`src/rtl/flash_pkg.sv`:
```
package flash_pkg;

    localparam int unsigned   ADDR_W    = 4;
    localparam logic [3:0]    FEAT_ADDR = 4'hE;

    // Feature byte, packed MSB first so field positions match the write data.
    typedef struct packed {
        logic start_on;   // bit 7: blink begins with display on
        logic sync_load;  // bit 6: load rising edge restarts timing
        logic slow_rate;  // bit 5: doubled half-period
        logic blink;      // bit 4: blink enable
        logic serial_on;  // bit 3: serial interface enable
        logic hex;        // bit 2: hexadecimal decode
        logic ctl_clear;  // bit 1: self-clearing control reset
        logic ext_clk;    // bit 0: external clock source
    } feat_t;

    localparam feat_t FEAT_RESET = '0;

    // Ticks in one half-period at the selected rate.
    function automatic int unsigned half_limit(input int unsigned base, input logic slow);
        return slow ? 2 * base : base;
    endfunction

endpackage

```
`src/rtl/flash_cfg_reg.sv`:
```
module flash_cfg_reg
    import flash_pkg::*;
(
    input  logic              clk,
    input  logic              rst,
    input  logic              we_i,
    input  logic [ADDR_W-1:0] addr_i,
    input  logic [7:0]        wdata_i,
    output feat_t             feat_o,
    output logic              wr_hit_o,
    output logic              ctl_rst_o
);

    feat_t feat_q;

    assign wr_hit_o = we_i && (addr_i == FEAT_ADDR);

    always_ff @(posedge clk) begin
        if (rst) begin
            feat_q <= FEAT_RESET;
        end else if (wr_hit_o) begin
            feat_q <= feat_t'(wdata_i);
        end else begin
            feat_q.ctl_clear <= 1'b0;
        end
    end

    assign feat_o    = feat_q;
    assign ctl_rst_o = feat_q.ctl_clear;

    // pulse lasts a single cycle unless rewritten
    p_pulse_single_r4: assert property (@(posedge clk) disable iff (rst)
        (ctl_rst_o && !wr_hit_o) |=> !ctl_rst_o);

    // a write carrying the clear bit raises the pulse
    p_pulse_from_write_r4: assert property (@(posedge clk) disable iff (rst)
        (wr_hit_o && wdata_i[1]) |=> ctl_rst_o);

    // foreign addresses leave stored bits alone
    p_foreign_addr_r2: assert property (@(posedge clk) disable iff (rst)
        (we_i && addr_i != FEAT_ADDR) |=> ($stable(feat_q[7:2]) && $stable(feat_q.ext_clk)));

endmodule

```
`src/rtl/flash_edge_det.sv`:
```
module flash_edge_det (
    input  logic clk,
    input  logic rst,
    input  logic lvl_i,
    output logic rise_o
);

    logic lvl_q;

    always_ff @(posedge clk) begin
        if (rst) lvl_q <= 1'b0;
        else     lvl_q <= lvl_i;
    end

    assign rise_o = lvl_i && !lvl_q;

    // a detected edge is never reported on two cycles in a row
    p_rise_isolated_r8: assert property (@(posedge clk) disable iff (rst)
        rise_o |=> !rise_o);

endmodule

```
`src/rtl/flash_phase_gen.sv`:
```
module flash_phase_gen #(
    parameter int unsigned HALF_TICKS = 8,
    parameter int unsigned CNT_W      = 4
) (
    input  logic clk,
    input  logic rst,
    input  logic tick_i,
    input  logic restart_i,
    input  logic start_i,
    input  logic slow_i,
    output logic phase_o
);

    localparam int unsigned LIM_W = CNT_W + 1;

    logic [CNT_W-1:0] cnt_q;
    logic             phase_q;
    logic [LIM_W-1:0] last_idx;

    assign last_idx = LIM_W'(flash_pkg::half_limit(HALF_TICKS, slow_i) - 1);

    always_ff @(posedge clk) begin
        if (rst) begin
            cnt_q   <= '0;
            phase_q <= 1'b0;
        end else if (restart_i) begin
            cnt_q   <= '0;
            phase_q <= start_i;
        end else if (tick_i) begin
            if (LIM_W'(cnt_q) >= last_idx) begin
                cnt_q   <= '0;
                phase_q <= !phase_q;
            end else begin
                cnt_q <= cnt_q + 1'b1;
            end
        end
    end

    assign phase_o = phase_q;

    // count never exceeds the longest half-period
    p_cnt_bound_r7: assert property (@(posedge clk) disable iff (rst)
        (LIM_W'(cnt_q) < LIM_W'(2 * HALF_TICKS)));

    // without tick or restart the timing state is frozen
    p_hold_r10: assert property (@(posedge clk) disable iff (rst)
        (!tick_i && !restart_i) |=> ($stable(cnt_q) && $stable(phase_q)));

    // a restart lands on count zero with the requested phase
    p_restart_r9: assert property (@(posedge clk) disable iff (rst)
        restart_i |=> (cnt_q == '0 && phase_q == $past(start_i)));

endmodule

```
`src/rtl/flash_phase_ctrl.sv`:
```
module flash_phase_ctrl
    import flash_pkg::*;
#(
    parameter int unsigned HALF_TICKS = 8
) (
    input  logic        clk,
    input  logic        rst,
    input  logic        tick_i,
    input  logic        cfg_we_i,
    input  logic [3:0]  cfg_addr_i,
    input  logic [7:0]  cfg_wdata_i,
    input  logic        load_i,
    output logic        disp_on_o,
    output logic        ctl_rst_o,
    output logic        hex_mode_o,
    output logic        ext_clk_o
);

    localparam int unsigned CNT_W = (2 * HALF_TICKS > 2) ? $clog2(2 * HALF_TICKS) : 1;

    feat_t feat;
    logic  wr_hit;
    logic  load_rise;
    logic  restart;
    logic  start_val;
    logic  phase;

    flash_cfg_reg u_cfg (
        .clk       (clk),
        .rst       (rst),
        .we_i      (cfg_we_i),
        .addr_i    (cfg_addr_i),
        .wdata_i   (cfg_wdata_i),
        .feat_o    (feat),
        .wr_hit_o  (wr_hit),
        .ctl_rst_o (ctl_rst_o)
    );

    flash_edge_det u_load_edge (
        .clk    (clk),
        .rst    (rst),
        .lvl_i  (load_i),
        .rise_o (load_rise)
    );

    // A write wins over a sync edge in the same cycle.
    assign restart   = wr_hit || (feat.sync_load && load_rise);
    assign start_val = wr_hit ? cfg_wdata_i[7] : feat.start_on;

    flash_phase_gen #(
        .HALF_TICKS (HALF_TICKS),
        .CNT_W      (CNT_W)
    ) u_phase (
        .clk       (clk),
        .rst       (rst),
        .tick_i    (tick_i),
        .restart_i (restart),
        .start_i   (start_val),
        .slow_i    (feat.slow_rate),
        .phase_o   (phase)
    );

    assign disp_on_o  = feat.blink ? phase : 1'b1;
    assign hex_mode_o = feat.hex;
    assign ext_clk_o  = feat.ext_clk;

    // with sync off, a load edge alone causes no restart
    p_nosync_ignored_r8: assert property (@(posedge clk) disable iff (rst)
        (!feat.sync_load && !wr_hit) |-> !restart);

endmodule

```
`config.mk`:
```
export PLATFORM = sky130hd
export DESIGN_NAME = flash_phase_ctrl
export DESIGN_NICKNAME = d
export VERILOG_FILES = /design/src/rtl/flash_pkg.sv /design/src/rtl/flash_cfg_reg.sv /design/src/rtl/flash_edge_det.sv /design/src/rtl/flash_phase_gen.sv /design/src/rtl/flash_phase_ctrl.sv
export SDC_FILE = /design/constraint.sdc
export NUM_CORES = 1
export LEC_CHECK = 0
export BUFFER_PORTS_ARGS = -buffer_cell sky130_fd_sc_hd__buf_4
export CORE_MARGIN = 10
export CORE_UTILIZATION = 40
export CTS_CLUSTER_DIAMETER = 120
export CTS_CLUSTER_SIZE = 30
export DETAILED_ROUTE_END_ITERATION = 8
export PLACE_DENSITY = 0.67
export REMOVE_ABC_BUFFERS = 1
export SETUP_SLACK_MARGIN = 0.3
export SLEW_MARGIN = 20
export SYNTH_ARGS = -nofsm -noshare
export SYNTH_HDL_FRONTEND = slang
export SYNTH_SLANG_ARGS = --single-unit
```
`constraint.sdc`:
```
create_clock -name clk -period 1.4 [get_ports clk]
set_input_delay 0.28 -clock clk [delete_from_list [all_inputs] [get_ports clk]]
set_output_delay 0.28 -clock clk [all_outputs]
set_load 0.1 [all_outputs]
```
After elaboration in Yosys (flattened, before gate mapping). Index checks and enable logic that the tools add are counted.

Output and inout bits: 4. Register bits: 13.

Bitwise operators: 1. Add/sub/neg operators: 2. Reductions and logical operators: 11. Mux-type cells: 7. Eq/ne operators: 1. Order comparisons: 1.

Operator list (count): >= comparator 4 x 5 -> 1 bit (1); two-way mux 1 bit (5); two-way mux 5 bit (1); subtractor 5 x 1 -> 5 bit, second input constant (1); adder 4 x 1 -> 4 bit, second input constant (1); equality test 4 bit, second input constant (1); two-way mux 4 bit (1); nonzero test 2 bit (2); OR reduction 2 bit (2); logical AND 1 bit (3); zero test 1 bit (2); AND reduction 2 bit (1); logical OR 1 bit (1); inverter 1 bit (1).

Depth between registers and ports, before layout.
Word-level depth: 6. Mapped depth: 6.

Cells and area by module. From an unflattened synthesis, not the netlist that was laid out.

Cells, all modules: 75. Area total of the unflattened synthesis: 769.5 um2.

By module, submodules not included: flash_cfg_reg (cells each 34, sequential area each 160.2 um2, area an instance 385.4 um2, instances 1); flash_phase_gen (cells each 35, sequential area each 100.1 um2, area an instance 306.5 um2, instances 1); flash_edge_det (cells each 3, sequential area each 20.0 um2, area an instance 47.5 um2, instances 1); flash_phase_ctrl (cells each 3, sequential area each 0.0 um2, area an instance 30.0 um2, instances 1).

Worst setup path after synthesis. OpenSTA, ideal clock, no wires.

Path type: reg-to-reg. From: register u_phase.cnt_q[0]. To: register u_phase.cnt_q[0]. Setup slack: -0.097 ns. Cell stages (with the launch flop): 6. Data arrival time: 1.433 ns. Path through: dfxtp_1 -> ha_1 -> a211oi_2 -> nor3b_1 -> or4_4 -> nor2_1.

Cells in the longest elaborated chain, start to end: 2. Elaborated cells between the ends (all ways): 3.

RTL lines: start, declared (RTL line flash_phase_gen.sv:16) `logic [CNT_W-1:0] cnt_q;`; start signal, assigned (RTL line flash_phase_gen.sv:34) `cnt_q <= cnt_q + 1'b1;`; adder 4 x 1 -> 4 bit or >= comparator 4 x 5 -> 1 bit (tied branches) (RTL line flash_phase_gen.sv:34, flash_phase_gen.sv:30); two-way mux 4 bit * (RTL line flash_phase_gen.sv:30) `if (LIM_W'(cnt_q) >= last_idx) begin`.

Mark *: on every way between the ends. The rest lies on a longest branch, timed or not. A chain may end at the register's enable or synchronous reset.

Final worst setup path.
From: register u_phase.cnt_q[0]. To: register u_phase.cnt_q[1].

The elaborated chain is that of the path after synthesis.

==> results.txt <==
----------------------------------------------------
[Die]
  Total Die Area ... 3270 sq um
  Starting density of the core ... 0.425
  Height of the die ... around 57 um
  Chip Width ... between 50 and 60 um
  Area of the core region ... 1300 sq um
  Number of top-level pins ... 21
  Floorplan row count ... 13

[Critical path]
  R2R depth ... 5
  Terminus of the critical flop-to-flop path ... u_phase.cnt_q[1]
  Ordered list of cells on the worst path ... ha_4 > a211oi_2 > nor3b_2 > or4_4 > nor2_2
  Classification of the worst setup path ... reg -> reg
  Type of element capturing the critical path ... register
  Slowest cell on the critical path ... sky130_fd_sc_hd__or4_4
  Largest fanout on the critical path ... 4
  Launch point of the worst reg-to-reg path ... u_phase.cnt_q[0]
  Family with the most delay on the worst path ... simple AND/OR/NAND/NOR gates
  Reg-to-reg setup timing slack ... -20 ps
  Largest incremental delay on the critical path ... 450 ps
  Total stage count of the critical path ... 5
  Crit path arrival time ... 1640 ps
  Required @ worst endpoint ... 1620 ps
  First element of the critical path ... u_phase.cnt_q[0]
  Worst setup path endpoint ... u_phase.cnt_q[1]
  Startpoint types ... register
  Number of buffer and inverter instances along the worst setup path ... 0

[Pwr]
  Static Leakage ... 0.368 nW
  Switching power of the nets ... 171 uW
  Areal power density over the cells ... 793 nW/um^2
  VDD IR max ... between 0.4 and 0.5 mV
  Sw Share ... 0.234
  Fraction of power consumed by combinational cells ... 0.155
  Internal power ... 558 uW
  Share of power burned in registers ... 0.536
  Clock Power Share ... 0.309
  Sum of internal, switching and leakage power ... 729 uW

[Clock tree]
  Clock edge transition at the registers on the reported setup and hold paths ... 70 ps
  Number of buffers on the longest clock path ... 2
  Root buffer selected by CTS ... sky130_fd_sc_hd__clkbuf_4
  Insertion delay to the later sink of the worst-skew pair ... 270 ps
  Hold buffers post-CTS ... 0
  CTS H-Tree Depth ... 1
  Number of clock sinks ... 13
  Cts bufs inserted ... 3
  Clock tree from TritonCTS ... done

[Final layout]
  Layout cells sized above 1 ... 0.588
  Antenna Diode Count ... 0
  Relative area change from synthesis to final layout ... 66.3%
  Non-filler cells, final ... 100
  Net total in the final layout ... 105

[Synthesis]
  Register bit count reported by yosys ... 13
  Cell count after synthesis ... 55
  Top cells by area in the synthesized netlist ... sky130_fd_sc_hd__dfxtp_1 (47%), sky130_fd_sc_hd__mux2i_1 (11%), sky130_fd_sc_hd__nor2_1 (6.8%)
  Synth unique cells ... 22
  Netlist Area Pre-Place ... 553 sq um
  Proportion of synthesized chip area in sequential cells ... 0.471
  Share of the synthesized area in the top cell type ... 0.471
  Largest area contributor in the synthesized netlist ... sky130_fd_sc_hd__dfxtp_1
  Average instance area after synthesis ... 10.1 sq um
  Number of warning messages in the yosys log ... 0

[Min path]
  Number of cells on the worst hold path ... 2
  Path class of the lowest-slack min-delay path ... in -> reg

[STA]
  Smallest setup slack after layout ... -21.4 ps
  Worst rel slew slack ... 0.820
  Hold Violations, Final ... 0
  Period utilisation layout ... 1.02
  Setup total negative slack ... -54.1 ps
  Total setup violations reported at the end of the flow ... 4
  Worst hold margin ... 195 ps
  RSZ-0062 raised after global routing ... yes
  Slew at the pin closest to its max-slew limit ... 269 ps
  Final critical delay including setup and external delays ... approximately 1400 ps
  Worst-case clock skew ... 2.03 ps
  Final count of pins violating max slew ... 0
  Max frequency ... about 700 MHz

[Detailed routing]
  Routed via count divided by cell count ... 4.96
  Final WL ... ~1300 um
  Post-route DRC ... 0
  Total number of vias ... 496
  Final ANT Viol Nets ... 0
  TritonRoute pass-1 iters ... 3
  Count of routing violations after the opening detailed-route iteration ... 5
  Routed length per instance ... 13.0 um

[Global route]
  Pin count of the biggest net entering global routing ... 11
  Number of global-route vias before repair ... roughly 540
  Number of antenna violations at the first check in global routing ... 0
  Remaining Overflow, GRT ... 0
  Overall fraction of global-route tracks in use ... 0.0884
  First-pass GRT wire length ... 2340 um

[Place]
  Total placed cells including tap cells ... 95
  Worst-case setup slack after placement ... -170 ps
  Placer congestion estimate ... 0.760
  Post-DP HPWL ... about 940 um
  Total of buffers placed on input and output ports ... 19

[Job]
  Total of max-cap violations ... 0

[Outcome]
  Violations in the final reports ... negative setup slack
  Status ... finished, violations left

----------------------------------------------------
cells in the final DEF (no fill, tap or decap), types with 2 or more instances in the layout:
cell,n
sky130_fd_sc_hd__nor2_2,2
sky130_fd_sc_hd__clkbuf_4,3
sky130_fd_sc_hd__buf_12,4
sky130_fd_sc_hd__dfxtp_2,7
sky130_fd_sc_hd__nor2_1,8
sky130_fd_sc_hd__dfxtp_1,6
sky130_fd_sc_hd__ha_4,2
sky130_fd_sc_hd__buf_4,22
sky130_fd_sc_hd__mux2i_1,6
sky130_fd_sc_hd__nand2_1,2
sky130_fd_sc_hd__nand4_1,2
sky130_fd_sc_hd__xor2_1,2
registers in the layout, indices dropped and copies added (netlist names):
name and count:
u_cfg.ctl_rst_o 1, u_phase.phase_o 1, u_cfg.feat_o 6, u_load_edge.lvl_q 1, u_phase.cnt_q 4
power groups by stage:
stage / Sequential [mW] / Clock [mW] / Combinational (mW)
2_1_floorplan: 0.403 / 0 / 0.0325
3_3_place_gp: 0.394 / 0 / 0.0967
3_5_place_dp: 0.395 / 0 / 0.0988
4_1_cts: 0.387 / 0.235 / 0.106
5_1_grt: 0.392 / 0.258 / 0.123
6_report: 0.391 / 0.225 / 0.113
metrics by stage:
step | instance area [sq um] | utilization
after floorplan | 549 | -
after global placement | 763 | 0.587
after detailed placement | 763 | 0.587
after CTS | 882 | 0.678
after global routing | 920 | 0.707
final | 920 | 0.707
per-layer routing:
metal,global-route usage,up-vias,wire length [um],share of wire
li1,-,249,-,-
met1,0.0871,234,508,0.39
met2,0.152,11,715,0.55
met3,0.0509,2,69,0.053
met4,0.0302,0,8,0.0061
met5,0,-,0,0
worst min-delay path by stage:
stage                       to  slack, ps            start
6_report       u_cfg.ctl_rst_o        190    cfg_addr_i[0]
5_1_grt        u_cfg.ctl_rst_o        180    cfg_addr_i[0]
4_1_cts        u_cfg.ctl_rst_o        180    cfg_addr_i[0]
3_5_place_dp   u_cfg.feat_o[7]        480  u_cfg.feat_o[7]
3_3_place_gp   u_cfg.feat_o[7]        470  u_cfg.feat_o[7]
2_1_floorplan  u_cfg.feat_o[7]        350              rst
cells in the mapped netlist:
cell and instances:
sky130_fd_sc_hd__xnor2_1 2, sky130_fd_sc_hd__a21o_1 1, sky130_fd_sc_hd__ha_1 2, sky130_fd_sc_hd__or4_4 1
sky130_fd_sc_hd__dfxtp_1 13, sky130_fd_sc_hd__nand4_1 2, sky130_fd_sc_hd__clkbuf_1 1, sky130_fd_sc_hd__a221oi_1 1
sky130_fd_sc_hd__nor2b_1 1, sky130_fd_sc_hd__o21ai_0 1, sky130_fd_sc_hd__xor2_1 2, sky130_fd_sc_hd__nor2_1 10
sky130_fd_sc_hd__nor4b_1 1, sky130_fd_sc_hd__inv_1 2, sky130_fd_sc_hd__nand2b_1 1, sky130_fd_sc_hd__nor2_4 1
sky130_fd_sc_hd__a211oi_2 1, sky130_fd_sc_hd__and3b_1 1, sky130_fd_sc_hd__mux2i_1 6, sky130_fd_sc_hd__nand2_1 2
sky130_fd_sc_hd__nor3b_1 1, sky130_fd_sc_hd__a21oi_1 2
area by class of cell:
cell class	count	area (sq um)
multi-input cells	39	342
well taps	15	18.8
repair buffers	27	256
inverters	2	7.51
flip-flops and latches	13	269
fillers	105	382
clock buffers	4	26.3
kinds of logic after synthesis:
family / Yosys count / share of synthesized area
AO/OA/AOI/OAI: 6 / 0.0792
XOR/XNOR: 4 / 0.0634
adder cells (fa/ha/maj): 2 / 0.0452
buffers and inverters: 3 / 0.0204
flip-flops: 13 / 0.471
AND/OR/NAND/NOR: 21 / 0.213
multiplexers: 6 / 0.109
what timing repair did:
| item | 4_1_cts | 5_1_grt |
|---|---|---|
| buffers inserted | 1 | 0 |
| resized for setup | 22 | 9 |
| endpoints found under the setup margin | 9 | 9 |
| pin swaps | 9 | 2 |
(Power assumes the default switching activity.)
